**config.mk**
```make
export PLATFORM = sky130hd
export DESIGN_NAME = dbgtap_chain_sel
export DESIGN_NICKNAME = d
export VERILOG_FILES = /design/src/rtl/dbgsel_pkg.sv /design/src/rtl/dbgsel_ir.sv /design/src/rtl/dbgsel_chsel.sv /design/src/rtl/dbgsel_dscr.sv /design/src/rtl/dbgtap_chain_sel.sv
export SDC_FILE = /design/constraint.sdc
export NUM_CORES = 1
export LEC_CHECK = 0
export ABC_AREA = 0
export BUFFER_PORTS_ARGS = -buffer_cell sky130_fd_sc_hd__buf_4
export CORE_MARGIN = 3
export CORE_UTILIZATION = 38
export CTS_CLUSTER_DIAMETER = 40
export DETAILED_ROUTE_END_ITERATION = 7
export PLACE_DENSITY = 0.77
export SLEW_MARGIN = 20
export SYNTH_ARGS = -nofsm -noshare
export SYNTH_HDL_FRONTEND = slang
export SYNTH_SLANG_ARGS = --single-unit
```
**constraint.sdc**
```tcl
create_clock -name clk -period 1.74 [get_ports clk]
set_input_delay 0.087 -clock clk [delete_from_list [all_inputs] [get_ports clk]]
set_output_delay 0.087 -clock clk [all_outputs]
set_load 0.005 [all_outputs]
```
**src/rtl/dbgsel_pkg.sv**
```systemverilog
package dbgsel_pkg;
   localparam int IR_W = 5;

   localparam logic [IR_W-1:0] IR_EXTEST    = 5'h00;
   localparam logic [IR_W-1:0] IR_CHAIN_SEL = 5'h02;
   localparam logic [IR_W-1:0] IR_INTEST    = 5'h0C;
   localparam logic [IR_W-1:0] IR_ITR_SHORT = 5'h1D;
   localparam logic [IR_W-1:0] IR_BYPASS    = 5'h1F;
   localparam logic [IR_W-1:0] IR_CAPTURE   = 5'h01;

   typedef enum logic [1:0] {
      DRK_BYPASS,
      DRK_CHSEL,
      DRK_DSCR,
      DRK_EXT
   } dr_kind_e;
endpackage

```
**src/rtl/dbgsel_ir.sv**
```systemverilog
module dbgsel_ir
   import dbgsel_pkg::*;
#(
   parameter logic [IR_W-1:0] RESET_CODE = IR_BYPASS
) (
   input  logic            clk,
   input  logic            rst_n,
   input  logic            tap_reset,
   input  logic            cap,
   input  logic            shift,
   input  logic            upd,
   input  logic            tdi,
   output logic [IR_W-1:0] ir_q,
   output logic            sr_lsb
);
   logic [IR_W-1:0] sr;

   always_ff @(posedge clk or negedge rst_n) begin
      if (!rst_n) begin
         ir_q <= RESET_CODE;
         sr   <= '0;
      end else begin
         if (tap_reset)  ir_q <= RESET_CODE;
         else if (upd)   ir_q <= sr;
         if (cap)        sr <= IR_CAPTURE;
         else if (shift) sr <= {tdi, sr[IR_W-1:1]};
      end
   end

   assign sr_lsb = sr[0];

   p_ir_hold_r2: assert property (@(posedge clk) disable iff (!rst_n)
      (!upd && !tap_reset) |=> (ir_q == $past(ir_q)));
   p_ir_reset_r1: assert property (@(posedge clk) disable iff (!rst_n)
      tap_reset |=> (ir_q == RESET_CODE));
endmodule

```
**src/rtl/dbgsel_chsel.sv**
```systemverilog
module dbgsel_chsel #(
   parameter int              CH_W    = 5,
   parameter logic [CH_W-1:0] CAP_VAL = CH_W'(16)
) (
   input  logic            clk,
   input  logic            rst_n,
   input  logic            tap_reset,
   input  logic            cap,
   input  logic            shift,
   input  logic            upd,
   input  logic            tdi,
   output logic [CH_W-1:0] chain_q,
   output logic            sr_lsb
);
   logic [CH_W-1:0] sr;

   always_ff @(posedge clk or negedge rst_n) begin
      if (!rst_n) begin
         chain_q <= '0;
         sr      <= '0;
      end else begin
         if (tap_reset)  chain_q <= '0;
         else if (upd)   chain_q <= sr;
         if (cap)        sr <= CAP_VAL;
         else if (shift) sr <= {tdi, sr[CH_W-1:1]};
      end
   end

   assign sr_lsb = sr[0];

   p_chain_only_on_update_r3: assert property (@(posedge clk) disable iff (!rst_n)
      (!upd && !tap_reset) |=> $stable(chain_q));
   p_chain_capture_r3: assert property (@(posedge clk) disable iff (!rst_n)
      cap |=> (sr == CAP_VAL));
endmodule

```
**src/rtl/dbgsel_dscr.sv**
```systemverilog
module dbgsel_dscr #(
   parameter int W = 32
) (
   input  logic         clk,
   input  logic         rst_n,
   input  logic         cap,
   input  logic         shift,
   input  logic         tdi,
   input  logic [W-1:0] rd_val,
   output logic [W-1:0] wdata,
   output logic         sr_lsb
);
   logic [W-1:0] sr;

   always_ff @(posedge clk or negedge rst_n) begin
      if (!rst_n)     sr <= '0;
      else if (cap)   sr <= rd_val;
      else if (shift) sr <= {tdi, sr[W-1:1]};
   end

   assign wdata  = sr;
   assign sr_lsb = sr[0];

   p_dscr_capture_r5: assert property (@(posedge clk) disable iff (!rst_n)
      cap |=> (sr == $past(rd_val)));
endmodule

```
**src/rtl/dbgtap_chain_sel.sv**
```systemverilog
module dbgtap_chain_sel
   import dbgsel_pkg::*;
#(
   parameter int                      CH_W        = 5,
   parameter int                      DSCR_W      = 32,
   parameter int                      DSCR_CHAIN  = 1,
   parameter int                      ITR_CHAIN   = 4,
   parameter int                      EXEC_A      = 4,
   parameter int                      EXEC_B      = 5,
   parameter logic [(1<<CH_W)-1:0]    EXT_MASK    = 'hB0
) (
   input  logic                       clk,
   input  logic                       rst_n,
   input  logic                       tap_reset,
   input  logic                       tap_idle,
   input  logic                       tap_capture_dr,
   input  logic                       tap_shift_dr,
   input  logic                       tap_update_dr,
   input  logic                       tap_capture_ir,
   input  logic                       tap_shift_ir,
   input  logic                       tap_update_ir,
   input  logic                       tdi,
   input  logic [DSCR_W-1:0]          dscr_rd,
   input  logic [(1<<CH_W)-1:0]       chain_tdo,
   output logic                       tdo,
   output logic [IR_W-1:0]            ir_o,
   output logic [CH_W-1:0]            chain_o,
   output logic [DSCR_W-1:0]          dscr_wdata,
   output logic                       dscr_we,
   output logic [(1<<CH_W)-1:0]       ch_capture,
   output logic [(1<<CH_W)-1:0]       ch_shift,
   output logic [(1<<CH_W)-1:0]       ch_update,
   output logic [(1<<CH_W)-1:0]       ch_write,
   output logic                       exec_go
);
   localparam int NCH = 1 << CH_W;
   localparam logic [CH_W-1:0] SEL_CAPTURE = CH_W'(16);

   if (CH_W < 5) begin : g_bad_chw
      $error("chain number must be at least 5 bits wide");
   end
   if (!EXT_MASK[ITR_CHAIN]) begin : g_bad_itr
      $error("instruction-transfer chain must be an external chain");
   end
   if (EXT_MASK[DSCR_CHAIN] || DSCR_CHAIN == ITR_CHAIN) begin : g_bad_dscr
      $error("status chain must be internal and distinct");
   end
   if (EXEC_A >= NCH || EXEC_B >= NCH) begin : g_bad_exec
      $error("execution chain out of range");
   end

   logic [IR_W-1:0] ir_q;
   logic            ir_lsb;
   logic [CH_W-1:0] chain_q;
   logic            sel_lsb;
   logic            dscr_lsb;
   logic            byp_q;
   logic            idle_q;
   logic            is_ext, is_int, is_itr, is_sel, test_ir, wr_ir, exec_chain;
   logic [CH_W-1:0] eff_chain;
   dr_kind_e        kind;

   dbgsel_ir #(.RESET_CODE(IR_BYPASS)) u_ir (
      .clk       (clk),
      .rst_n     (rst_n),
      .tap_reset (tap_reset),
      .cap       (tap_capture_ir),
      .shift     (tap_shift_ir),
      .upd       (tap_update_ir),
      .tdi       (tdi),
      .ir_q      (ir_q),
      .sr_lsb    (ir_lsb)
   );

   assign is_ext  = (ir_q == IR_EXTEST);
   assign is_int  = (ir_q == IR_INTEST);
   assign is_itr  = (ir_q == IR_ITR_SHORT);
   assign is_sel  = (ir_q == IR_CHAIN_SEL);
   assign test_ir = is_ext | is_int | is_itr;
   assign wr_ir   = is_ext | is_itr;

   dbgsel_chsel #(.CH_W(CH_W), .CAP_VAL(SEL_CAPTURE)) u_chsel (
      .clk       (clk),
      .rst_n     (rst_n),
      .tap_reset (tap_reset),
      .cap       (tap_capture_dr & is_sel),
      .shift     (tap_shift_dr & is_sel),
      .upd       (tap_update_dr & is_sel),
      .tdi       (tdi),
      .chain_q   (chain_q),
      .sr_lsb    (sel_lsb)
   );

   assign eff_chain = is_itr ? CH_W'(ITR_CHAIN) : chain_q;

   always_comb begin
      kind = DRK_BYPASS;
      if (is_sel)                                              kind = DRK_CHSEL;
      else if (test_ir && (eff_chain == CH_W'(DSCR_CHAIN)))    kind = DRK_DSCR;
      else if (test_ir && EXT_MASK[eff_chain])                 kind = DRK_EXT;
   end

   dbgsel_dscr #(.W(DSCR_W)) u_dscr (
      .clk    (clk),
      .rst_n  (rst_n),
      .cap    (tap_capture_dr && kind == DRK_DSCR),
      .shift  (tap_shift_dr && kind == DRK_DSCR),
      .tdi    (tdi),
      .rd_val (dscr_rd),
      .wdata  (dscr_wdata),
      .sr_lsb (dscr_lsb)
   );

   assign dscr_we = tap_update_dr && (kind == DRK_DSCR) && is_ext;

   for (genvar c = 0; c < NCH; c++) begin : g_ch
      if (EXT_MASK[c]) begin : g_ext
         logic hit;
         assign hit           = (kind == DRK_EXT) && (eff_chain == CH_W'(c));
         assign ch_capture[c] = tap_capture_dr & hit;
         assign ch_shift[c]   = tap_shift_dr & hit;
         assign ch_update[c]  = tap_update_dr & hit & wr_ir;
         assign ch_write[c]   = hit & wr_ir;
      end else begin : g_none
         assign ch_capture[c] = 1'b0;
         assign ch_shift[c]   = 1'b0;
         assign ch_update[c]  = 1'b0;
         assign ch_write[c]   = 1'b0;
      end
   end

   always_ff @(posedge clk or negedge rst_n) begin
      if (!rst_n) begin
         byp_q  <= 1'b0;
         idle_q <= 1'b0;
      end else begin
         idle_q <= tap_idle;
         if (kind == DRK_BYPASS) begin
            if (tap_capture_dr)    byp_q <= 1'b0;
            else if (tap_shift_dr) byp_q <= tdi;
         end
      end
   end

   always_comb begin
      if (tap_shift_ir) tdo = ir_lsb;
      else begin
         unique case (kind)
            DRK_CHSEL: tdo = sel_lsb;
            DRK_DSCR:  tdo = dscr_lsb;
            DRK_EXT:   tdo = chain_tdo[eff_chain];
            default:   tdo = byp_q;
         endcase
      end
   end

   assign exec_chain = (chain_q == CH_W'(EXEC_A)) || (chain_q == CH_W'(EXEC_B));
   assign exec_go    = tap_idle & ~idle_q & (is_ext | is_int) & exec_chain;

   assign ir_o    = ir_q;
   assign chain_o = chain_q;

   p_one_chain_shift_r7: assert property (@(posedge clk) disable iff (!rst_n)
      $onehot0(ch_shift));
   p_update_needs_write_r7: assert property (@(posedge clk) disable iff (!rst_n)
      (|ch_update) |-> (ir_o == IR_EXTEST || ir_o == IR_ITR_SHORT));
   p_shortcut_keeps_chain_r4: assert property (@(posedge clk) disable iff (!rst_n)
      (is_itr && !tap_reset) |=> $stable(chain_o));
   p_dscr_write_r6: assert property (@(posedge clk) disable iff (!rst_n)
      dscr_we |-> (ir_o == IR_EXTEST && chain_o == CH_W'(DSCR_CHAIN)));
   p_exec_single_r9: assert property (@(posedge clk) disable iff (!rst_n)
      exec_go |=> !exec_go);
   p_exec_chain0_r10: assert property (@(posedge clk) disable iff (!rst_n)
      (chain_o == '0) |-> !exec_go);
endmodule

```
Word-level counts from Yosys, hierarchy flattened
Memory sizes are Yosys's and may differ from the RTL's.
Cells that the tools add are included.

storage, ports and cells
  register bits after elaboration = 54
  memory bits (read-only) = 32
  word-level logic and storage cells = 86
  memories = 1

memories
  name              depth  bits a word  rd ports  clocked after memory_dff  write ports  line                     source
  (name not given)  32     1            1         0                         0            dbgtap_chain_sel.sv:100  else if (test_ir && EXT_MASK[eff_chain]) kind = DRK_EXT;

operators by class
  magnitude comparators = 1
  equality and inequality tests = 12
  muxes and demuxes = 21
  bitwise operators = 25
  reduce and logical (&&, ||, !) cells = 19

operator list
  kind                                                                    count
  32-bit two-way mux                                                      2
  5-bit two-way mux                                                       9
  5-bit by 3-bit equality test with 1-bit output (second input constant)  5
  1-bit bitwise AND                                                       21
  2-bit nonzero test                                                      6
  1-bit logical AND                                                       9
  5-bit by 6-bit < comparator with 1-bit output (second input constant)   1
  2-bit two-way mux                                                       3
  1-bit binary-select mux with 5-bit select                               1
  5-bit by 1-bit equality test with 1-bit output (second input constant)  1
  5-bit by 2-bit equality test with 1-bit output (second input constant)  1
  5-bit by 4-bit equality test with 1-bit output (second input constant)  1
  5-bit equality test (second input constant)                             1
  5-bit zero test                                                         1
  1-bit two-way mux                                                       5
  2-bit equality test (second input constant)                             2
  1-bit bitwise OR                                                        3
  1-bit case mux with 3 select lines                                      1
  2-bit by 1-bit equality test with 1-bit output (second input constant)  1
  2-bit zero test                                                         1
  2-bit AND reduction                                                     1
  1-bit logical OR                                                        1
  1-bit NOT                                                               1

Depth between registers and ports, before layout
Gate-level depths: netlist of run 1.

  word-level depth = 12
  mapped depth = 8
  gate-level depth less buffers = 5

Modules after synthesis
Synthesis of run 1 repeated with hierarchy kept, for this count alone.

unflattened totals
  cell total of the unflattened synthesis = 385
  area total of the unflattened synthesis = 3,731.1 um^2

by module, submodules not included
  module            times used  cells an instance  area an instance (um^2)
  dbgsel_dscr       1           140                1,522.7
  dbgtap_chain_sel  1           181                1,365.1
  dbgsel_ir         1           32                 432.9
  dbgsel_chsel      1           32                 410.4

Worst setup path after synthesis of run 1
No wires, ideal clock.

  path kind = flip-flop to flip-flop
  from = register u_chsel.chain_q[1]
  to = register u_dscr.sr[10] (netlist: u_dscr.wdata[10])
  data arrival time = 1.760 ns
  path slack = -0.157 ns
  cell stages (with the launch flop) = 9
  period minus slack after synthesis = 1.897 ns
  path through = dfrtp_1 > buf_2 > and2b_1 > o21ai_2 > or4_1 > clkbuf_1 > buf_2 > o22ai_1 > a21oi_1

between the ends
  longest elaborated chain between the ends = 10
  elaborated cells between the ends (all ways) = 14
  those cells by class = eq/ne (2); mux (6); reduce/logical (5); memory (1)

RTL lines
  element                                                   line                                              source
  start, declared                                           dbgsel_chsel.sv:12                                output logic [CH_W-1:0] chain_q,
  start signal, assigned                                    dbgsel_chsel.sv:23                                else if (upd) chain_q <= sr;
  5-bit two-way mux (*)                                     dbgtap_chain_sel.sv:94                            assign eff_chain = is_itr ? CH_W'(ITR_CHAIN) : chain_q;
  memory read 32 x 1 bit                                    --
  1-bit two-way mux (not written as such)                   dbgtap_chain_sel.sv:100
  1-bit logical AND                                         dbgtap_chain_sel.sv:100
  2-bit two-way mux                                         dbgtap_chain_sel.sv:100
  2-bit two-way mux (*)                                     dbgtap_chain_sel.sv:99                            else if (test_ir && (eff_chain == CH_W'(DSCR_CHAIN))) kind = DRK_DSCR;
  2-bit two-way mux (*)                                     dbgtap_chain_sel.sv:98                            if (is_sel) kind = DRK_CHSEL;
  2-bit equality test (*)                                   dbgtap_chain_sel.sv:106, dbgtap_chain_sel.sv:107
  1-bit logical AND (on tied branches)                      dbgtap_chain_sel.sv:106, dbgtap_chain_sel.sv:107
  32-bit two-way mux or 2-bit nonzero test (tied branches)  --
  end signal, assigned                                      dbgsel_dscr.sv:17                                 else if (cap) sr <= rd_val;
  end signal, assigned                                      dbgsel_dscr.sv:18                                 else if (shift) sr <= {tdi, sr[W-1:1]};
  end, declared                                             dbgsel_dscr.sv:13                                 logic [W-1:0] sr;

Mark *: on every way between the ends. The rest lies on a longest branch, timed or not. The select of a mux whose other input is x is not followed.
A chain may end at the register's enable or synchronous reset.

Final worst setup path of run 1
  from = register u_ir.ir_q[4]
  to = output tdo

between the ends
  longest elaborated chain between the ends = 11
  elaborated cells between the ends (all ways) = 22
  those cells by class = eq/ne (7); mux (9); bitwise (2); reduce/logical (3); memory (1)

RTL lines
  element                                                                                line                     source
  start, declared                                                                        dbgsel_ir.sv:13          output logic [IR_W-1:0] ir_q,
  start signal, assigned                                                                 dbgsel_ir.sv:24          else if (upd) ir_q <= sr;
  5-bit equality test                                                                    dbgtap_chain_sel.sv:77   assign is_itr = (ir_q == IR_ITR_SHORT);
  5-bit two-way mux                                                                      dbgtap_chain_sel.sv:94
  memory read 32 x 1 bit                                                                 --
  1-bit two-way mux (not written as such)                                                dbgtap_chain_sel.sv:100
  1-bit logical AND                                                                      dbgtap_chain_sel.sv:100
  2-bit two-way mux                                                                      dbgtap_chain_sel.sv:100
  2-bit two-way mux                                                                      dbgtap_chain_sel.sv:99
  2-bit two-way mux                                                                      dbgtap_chain_sel.sv:98
  2-bit equality test or 2-bit by 1-bit equality test with 1-bit output (tied branches)  dbgtap_chain_sel.sv:148  unique case (kind)
  1-bit case mux with 3 select lines (*)                                                 dbgtap_chain_sel.sv:148
  1-bit two-way mux (*)                                                                  dbgtap_chain_sel.sv:146  if (tap_shift_ir) tdo = ir_lsb;
  end, declared                                                                          dbgtap_chain_sel.sv:25   output logic tdo,

Marked as above.

==> results.txt, run 1 <==
Outcome: finished, violations left
Failing checks: setup timing
Switching power share of the total: 27.1%
CP max FO: 5
Nets@finish: 621
Setup TNS: -14.28 ns
Startpoint Class: flop
DRC violations left: 0
Post-Syn Instances: 414
Core Area: 0.00928 mm^2
Minimum period implied by the final worst setup slack: 2.27 ns
Max-slew violations: 0
Met3 WL: 659 um
Setup Slack @ Placement: -0.238 ns
Number of global-route vias before repair: 3083
CP endpoint kind: output port
Final Cycle Share: 130%
Number of flops mapped to enable cells by yosys: 0
Via density: 4.86
Setup violators final: 47
Worst EP required: 1.65 ns
Slew HR: 50.8%
GP Congestion: 0.873
Wire length per cell: 15.5 um
Initial antenna violation count: 0
Die Wd: 104 um
CTS tree: built
Worst setup margin: -0.526 ns
Die Area: 0.0108 mm^2
Seq pwr share: 52.5%
Clock Sinks: 54
First-pass iteration count of the detailed router: 5
VDD IR-drop max: 387 uV
Unrepaired setup endpoints after global routing: true
Total gr overflow: 0
Largest net degree at the start of global routing: 55
Slew @ Worst Pin: 0.739 ns
Pwr dens: 487 mW/mm^2
Max H-tree Level: 2
Final WL: 10500 um
NetSw: 0.000673 W
Routed length on met2: 5760 um
P_leak: 2.45 nW
Logic pwr share: 18.5%
Routed via count: 3284
Layout cells sized above 1: 44.8%
Most common cell after layout, fill and taps aside: buf_4
Diodes inserted: 0
Share of flip-flops with an asynchronous set or reset: 100%
Most frequent cells in the layout: buf_4 (136), conb_1 (116), dfrtp_1 (49)
Total GRT Usage: 17.1%
Final Hold Vio Count: 0
Register area share after synthesis: 37.3%
Worst-skew pair later-pin latency: 0.30 ns
Floorplan row count: 35
Max Freq: 441 MHz
Crit Path Category: flop to output port
Final ANT Viol Nets: 0
Final HPWL DP: 7280 um
Port bufs: 107
IO Count: 248
Critical path data arrival time: 2.18 ns
Total power: 0.00248 W
Smallest hold slack: 0.0142 ns
Post-Syn Area: 0.00364 mm^2
Clock Tree Root: clkbuf_8
Syn avg cell area: 8.79 um^2
Clock share of power: 29.1%
Max-Cap Viols: 0
Global-route wire length before repair: 15500 um
Chip Height: 104 um
FF+latch count, synth: 54
CTS clk-pin slew, worst paths: 0.09 ns
Fill count: 810
Initial drt markers: 138
Hold WC Path Type: input pin to flop
Int Power: 0.00181 W
Top FF cell, synth: dfrtp_1
Synth warnings: 0
Top layer in use: met4
Met1 Wirelength: 3810 um
Total CTS buffers: 5
Synth unique cells: 47
Worst clock skew: 0.0154 ns
Synth-to-layout area growth: 40.2%
Initial Utilization: 39.2%
Clock tree buffer depth: 2
cells in the mapped netlist, types with 5 or more instances:
master,n,share of area (%)
o21ai_0,6,0.83
clkbuf_1,11,1.1
nor2_1,24,2.5
inv_1,7,0.72
a21oi_1,41,5.6
nand3_1,6,0.83
dfstp_2,5,3.6
dfrtp_1,49,34
nand2_1,24,2.5
buf_4,117,24
buf_2,9,1.2
mux2i_1,9,2.5
o22ai_1,63,11
power groups by stage:
stage	clock [W]	combinational (W)	sequential [W]
global placement	0	0.000358	0.00132
floorplan	0	0.000363	0.00132
detailed placement	0	0.000363	0.00132
global route	0.000796	0.000501	0.00131
finish	0.000721	0.000458	0.00130
CTS	0.000747	0.000392	0.00130
per-layer routing:
layer	vias up	track usage, %
met5	-	0
met4	0	5.89
met3	18	2.74
met2	162	31.5
met1	1599	19.9
li1	1505	-
layout make-up:
class | instances | area [um^2] | area share, %
Timing Repair Buffer | 152 | 1260 | 24.8
Clock inverter | 1 | 5.00 | 0.0981
Clock buffer | 7 | 86.3 | 1.69
Inverter | 8 | 30.0 | 0.589
Tap cell | 129 | 161 | 3.16
Multi-Input combinational cell | 325 | 2200 | 43.1
Sequential cell | 54 | 1360 | 26.6
flip-flops by register name, indices dropped and copies added (netlist names):
register	cells
u_chsel.chain_q	5
u_dscr.wdata	32
u_ir.ir_q	5
u_ir.sr	5
u_chsel.sr	5
idle_q	1
byp_q	1
through the flow:
step | util (%) | cells | instance area, um^2
floorplan | - | 529 | 4090
global placement | 46.1 | 656 | 4280
detailed placement | 46.1 | 656 | 4280
CTS | 49.0 | 674 | 4550
global route | 54.9 | 676 | 5100
finish | 54.9 | 676 | 5100
critical path, cell delays in order, from the launching register on:
cell,delay [ns]
dfstp_2,0.41
or4_1,0.60
o221a_2,0.32
a221oi_2,0.26
o32ai_2,0.14
buf_4,0.16
final timing paths:
| check | start | endpoint | slack (ns) | cells after the start |
|---|---|---|---|---|
| worst max-delay path | u_ir.ir_q[4] | tdo | -0.53 | 5 |
| worst min-delay path | tap_update_ir | u_ir.ir_q[1] | 0.01 | 2 |
| worst max register to register | u_chsel.chain_q[4] | u_dscr.wdata[27] | -0.37 | 7 |
| worst min register to register | u_chsel.sr[2] | u_chsel.sr[2] | 0.52 | 2 |
| max in group asynchronous | rst_n | u_dscr.wdata[16] | 0.90 | 2 |
| min in group asynchronous | rst_n | u_chsel.chain_q[0] | 0.38 | 2 |
kinds of logic (layout without fill, tap and decap cells):
| family | Yosys count | after routing | share of synthesized area (%) |
|---|---|---|---|
| buf+inv | 150 | 168 | 28.5 |
| mux | 10 | 10 | 3.10 |
| xor+xnor | 1 | 1 | 0.241 |
| flops | 54 | 54 | 37.3 |
| simple gates | 74 | 74 | 10.1 |
| other cells | 1 | 116 | 0.103 |
| compound gates | 124 | 124 | 20.6 |
repair_timing:
action                     4_1_cts  5_1_grt
setup endpoints to repair       47       58
hold endpoints to repair        59        0
gates cloned                     0        3
hold buffers                     4        0
pin swaps                        7       63
gates resized for setup         21       91
buffers inserted                 6        0
(Power assumes the default switching activity.)
==> run 2, diff against run 1 <==
--- a/config.mk
+++ b/config.mk
@@ -8,4 +8,5 @@
 export ABC_AREA = 0
 export BUFFER_PORTS_ARGS = -buffer_cell sky130_fd_sc_hd__buf_4
+export CAP_MARGIN = 10
 export CORE_MARGIN = 3
 export CORE_UTILIZATION = 38
==> constraint.sdc (replaced) <==
create_clock -name clk -period 1.74 [get_ports clk]
set_input_delay 0.087 -clock clk [delete_from_list [all_inputs] [get_ports clk]]
set_output_delay 0.087 -clock clk [all_outputs]
set_load 0.02 [all_outputs]
==> run 2 against run 1 <==
  * The flow still finishes with violations (setup timing)
  * Combinational power is 30% higher
  * Worst setup slack better by 0.068 ns
  * Sequential share of layout area is 1.3 points higher
  * Via count is 2.7% lower
  * Non-clock buffer count is 3 lower
  * Fmax is 3.1% higher
  * Power is 5.9% higher
  * Register-to-register slack better by 0.09 ns
  * Critical path type unchanged
  * Critical endpoint unchanged
==> results.txt, run 2 (synthesis results as in run 1) <==
IO Count: 248
Clock Sinks: 54
Slew HR: 52.5%
WP buf/inv: 1
Slowest stage delay, CP: 0.56 ns
VDD IR-drop max: 355 uV
Setup violators final: 49
CTS clk-pin slew, worst paths: 0.09 ns
Via density: 4.75
Max-Cap Viols: 0
Nets@finish: 618
Routed via count: 3194
Max-slew violations: 0
Crit Path Category: flop to output port
Global-route wire length before repair: 14500 um
Number of global-route vias before repair: 2842
Max H-tree Level: 2
Worst setup margin: -0.458 ns
Unrepaired setup endpoints after global routing: true
CTS tree: built
Non-filler cells, final: 673
DRC violations left: 0
Port bufs: 107
Final Hold Vio Count: 0
Max Freq: 455 MHz
Worst-skew pair later-pin latency: 0.31 ns
Startpoint Class: flop
Fill count: 881
First-pass iteration count of the detailed router: 4
Slew @ Worst Pin: 0.713 ns
Clock tree buffer depth: 2
Final Cycle Share: 126%
P_leak: 2.38 nW
Levels on crit path: 5
Initial drt markers: 139
Minimum period implied by the final worst setup slack: 2.20 ns
CP max FO: 5
Total gr overflow: 0
R2R cell count: 6
Utilization after layout: 52.4%
Synth-to-layout area growth: 33.8%
CP max stage cell: or4_1
Final HPWL DP: 7030 um
GP Congestion: 0.936
Die Wd: 104 um
Floorplan row count: 35
Core Area: 0.00928 mm^2
Pwr dens: 540 mW/mm^2
WHS Path Cells: 2
Initial antenna violation count: 0
Largest net degree at the start of global routing: 55
Placed cells: 654
Largest register FFs: 32
Chip Height: 104 um
Critical path data arrival time: 2.11 ns
Wire length per cell: 14.9 um
Initial Utilization: 39.2%
Outcome: finished, violations left
Worst EP required: 1.65 ns
Failing checks: setup timing
Crit path max-delay family: compound AO/OA/AOI/OAI gates
Most common cell after layout, fill and taps aside: buf_4
Diodes inserted: 0
Total CTS buffers: 5
Final ANT Viol Nets: 0
CP endpoint kind: output port
Layout cells sized above 1: 40.3%
Final WL: 10000 um
Most frequent cells in the layout: buf_4 (131), conb_1 (116), dfrtp_1 (48)
Total GRT Usage: 16.1%
Clock Tree Root: clkbuf_8
Worst path cell trace: or4_1 -> o221a_2 -> a221oi_2 -> o32ai_2 -> buf_4
Hold WC Path Type: input pin to flop
Die Area: 0.0108 mm^2
Worst clock skew: 0.00562 ns
==> run 2: cell count changes in the layout (fill, tap and decap cells not counted), moves of 8 or more <==
cell / change
nor2_1: +8
a21oi_1: +10
o22ai_2: +9
nor2_2: -8
a21oi_2: -9
o22ai_4: -11
==> run 2: layout make-up <==
class / count / area, um^2 / share of cell area (%)
clock buffer: 6 / 82.6 / 1.70
multi-input combinational: 325 / 1990 / 40.9
sequential: 54 / 1360 / 27.9
clock inverter: 2 / 12.5 / 0.257
tap: 129 / 161 / 3.32
timing repair buffer: 149 / 1230 / 25.3
inverter: 8 / 30.0 / 0.617
==> run 2: stage by stage <==
step / power (W) / area (um^2) / worst slack, ns / hold WS, ns / TNS, ns
floorplan: 0.00187 / 4110 / -0.211 / -0.209 / -6.62
global placement: 0.00186 / 4300 / -0.170 / 0.173 / -4.53
detailed placement: 0.00187 / 4300 / -0.195 / 0.183 / -5.94
CTS: 0.00264 / 4520 / -0.464 / 0.000261 / -12.00
global route: 0.00276 / 4870 / -0.555 / 0.0213 / -17.22
finish: 0.00263 / 4870 / -0.458 / 0.00595 / -11.44
==> run 2: per-layer routing <==
layer  part of all wire, %  global-route usage [%]  vias to the layer above
met4                  0.56                    2.85                        0
met5                     0                       0                        -
met3                   6.1                    3.30                        7
met1                    39                    19.3                     1563
met2                    54                    30.1                      124
li1                      -                       -                     1500
==> run 2: worst reg2reg max path, delay by kind of cell, from the launching register on <==
kind                   cells  cell delay [ns]
AOI/OAI and AO/OA          2             0.60
buffers and inverters      3             0.34
DFF                        1             0.41
and+or+nand+nor            1             0.56
==> run 2: power breakdown <==
part / internal, W / leakage [nW] / switching (W) / total (W)
Sequential: 0.00128 / 0.728 / 0.0000213 / 0.00130
Clock: 0.000321 / 0.0472 / 0.000412 / 0.000733
Combinational: 0.000190 / 1.61 / 0.000406 / 0.000596
Total: 0.00179 / 2.38 / 0.000840 / 0.00263
==> run 2: what timing repair did <==
| item | in CTS | in global routing |
|---|---|---|
| setup endpoints to repair | 47 | 58 |
| hold buffers | 4 | 0 |
| cloned | 0 | 3 |
| gates resized for setup | 13 | 53 |
| endpoints found under the hold margin | 59 | 0 |
| setup buffers | 4 | 0 |
| pin swaps | 3 | 7 |
==> run 2: path summary, 6_finish.rpt <==
check                              start            endpoint  slack, ns
hold reg to reg               u_ir.sr[1]          u_ir.sr[0]       0.54
hold / removal             tap_update_ir        u_ir.ir_q[1]      0.006
setup / recovery            u_ir.ir_q[4]                 tdo      -0.46
setup reg to reg            u_ir.ir_q[4]               byp_q      -0.28
min in group asynchronous          rst_n  u_chsel.chain_q[3]       0.38
max in group asynchronous          rst_n  u_chsel.chain_q[1]       0.87
==> run 3, diff against run 2 <==
CORE_UTILIZATION = 39   (was 38)
CTS_BUF_LIST = sky130_fd_sc_hd__clkbuf_2   (was default)
PLACE_DENSITY = 0.79   (was 0.77)
SLEW_MARGIN = default   (was 20)
==> run 3 against run 2 <==
  * The flow still finishes with violations (setup timing)
  * First-iteration DRC count up 12%
  * Non-clock buffer count up 38
  * Sequential share of layout area down 0.49 points
  * Clock skew up 0.026 ns
  * Fmax down 6.8%
  * Worst setup slack worse by 0.16 ns
  * Final cell count up 2.5%
==> results.txt, run 3 (synthesis results as in run 1) <==
Crit path max-delay family: compound AO/OA/AOI/OAI gates
Final ANT Viol Nets: 0
Number of global-route vias before repair: 3195
Routed via count: 3401
Critical path data arrival time: 2.27 ns
Outcome: finished, violations left
Minimum period implied by the final worst setup slack: 2.36 ns
Final HPWL DP: 7220 um
Largest net degree at the start of global routing: 55
Max-Cap Viols: 0
Worst-skew pair later-pin latency: 0.45 ns
Failing checks: setup timing
Largest register FFs: 32
P_leak: 2.49 nW
NetSw: 0.000856 W
CP endpoint kind: output port
Most frequent cells in the layout: buf_4 (140), conb_1 (116), o22ai_1 (63)
Die Area: 0.0105 mm^2
Max Freq: 424 MHz
CP max stage cell: mux4_2
Hold WC Path Type: input pin to flop
Finished Cell Area: 0.00495 mm^2
Unrepaired setup endpoints after global routing: true
Final WL: 10800 um
Worst r2r src: u_ir.ir_q[4]
Synth-to-layout area growth: 36.2%
Global-route wire length before repair: 16000 um
Diodes inserted: 0
DRC violations left: 0
Clock Tree Root: clkbuf_2
Most common cell after layout, fill and taps aside: buf_4
Worst EP required: 1.65 ns
Total gr overflow: 0
Dpl cell area: 0.00428 mm^2
Nets@finish: 656
Initial antenna violation count: 0
Final Hold Vio Count: 0
Chip Height: 103 um
Logic pwr share: 23.9%
Slew HR: 52.0%
Total GRT Usage: 19.2%
Worst setup margin: -0.619 ns
Setup violators final: 48
CTS tree: built
Crit Path Category: flop to output port
Max-slew violations: 0
Seq pwr share: 47.4%
Layout cells sized above 1: 31.4%
CP max FO: 3
IO Count: 248
Pwr dens: 556 mW/mm^2
Initial drt markers: 156
Slowest stage delay, CP: 0.53 ns
Startpoint Class: flop
First-pass iteration count of the detailed router: 7
Initial Utilization: 40.9%
Int Power: 0.00190 W
GP Congestion: 0.880
Clock tree buffer depth: 2
Final Cycle Share: 136%
Crit path from: u_chsel.chain_q[0]
Hold wc startpoint: tap_shift_dr
Max H-tree Level: 2
Total power: 0.00275 W
Switching power share of the total: 31.1%
VDD IR-drop max: 574 uV
Via density: 4.93
Slew @ Worst Pin: 0.720 ns
Smallest hold slack: 0.122 ns
Wire length per cell: 15.6 um
Total CTS buffers: 5
Port bufs: 107
CTS clk-pin slew, worst paths: 0.27 ns
Worst clock skew: 0.0319 ns
Die Wd: 103 um
Clock Sinks: 54
Clock share of power: 28.8%
Core Area: 0.00889 mm^2
Worst path cell trace: mux4_2 -> a211oi_2 -> a311oi_2 -> a221oi_2 -> o32ai_2 -> buf_4
WP buf/inv: 1
Floorplan row count: 34
[run 3: worst paths after layout]
path,slack [ns],cells after the start,end
worst max-delay path,-0.62,6,tdo
worst min-delay path,0.12,4,byp_q
worst max register to register,-0.49,8,u_dscr.wdata[23]
worst min register to register,0.56,2,u_chsel.sr[1]
max in group asynchronous,1.07,2,u_ir.sr[4]
min in group asynchronous,0.18,2,idle_q
[run 3: per-layer routing]
layer	vias up	global-route usage, %	part of all wire [%]
li1	1573	-	-
met1	1620	23.5	39
met2	193	34.8	53
met3	15	3.04	6.3
met4	0	5.25	1.4
met5	-	0	0
[run 3: worst reg2reg max path, stage by stage (launching register included)]
cell and delay, ns:
dfstp_2 0.45, nor4_2 0.31, nand3_2 0.16, buf_4 0.17
buf_4 0.12, or4_4 0.45, bufbuf_16 0.31, o22ai_1 0.15
a21oi_1 0.06
[run 3: metrics by stage]
| step | util [%] | std cells | setup WS, ns | setup TNS, ns |
|---|---|---|---|---|
| 2_1_floorplan | - | 529 | -0.211 | -6.62 |
| 3_3_place_gp | 48.1 | 635 | -0.193 | -3.93 |
| 3_5_place_dp | 48.1 | 635 | -0.202 | -7.11 |
| 4_1_cts | 55.0 | 688 | -0.688 | -18.41 |
| 5_1_grt | 55.7 | 690 | -0.763 | -25.98 |
| 6_report | 55.7 | 690 | -0.619 | -22.05 |
[run 3: cell type report]
cell class	count	area, um^2
multi-input cells	325	1780
fillers	765	3940
inverters	8	30.0
clock inverters	3	63.8
repair buffers	187	1560
well taps	108	135
clock buffers	5	25.0
flip-flops and latches	54	1360
[run 3: what timing repair did]
| item | CTS | global route |
|---|---|---|
| pin swaps | 5 | 6 |
| hold buffers | 42 | 0 |
| hold endpoints to repair | 99 | 0 |
| buffers inserted | 2 | 2 |
| resized for setup | 13 | 11 |
| setup endpoints to repair | 58 | 57 |
| cloned | 1 | 0 |
[run 3: power by group through the flow]
stage | clock network (W) | logic [W] | registers [W]
after global placement | 0 | 0.000548 | 0.00132
after floorplan | 0 | 0.000543 | 0.00133
after global routing | 0.000869 | 0.000708 | 0.00131
after CTS | 0.000814 | 0.000638 | 0.00130
after detailed placement | 0 | 0.000553 | 0.00132
final | 0.000792 | 0.000657 | 0.00130
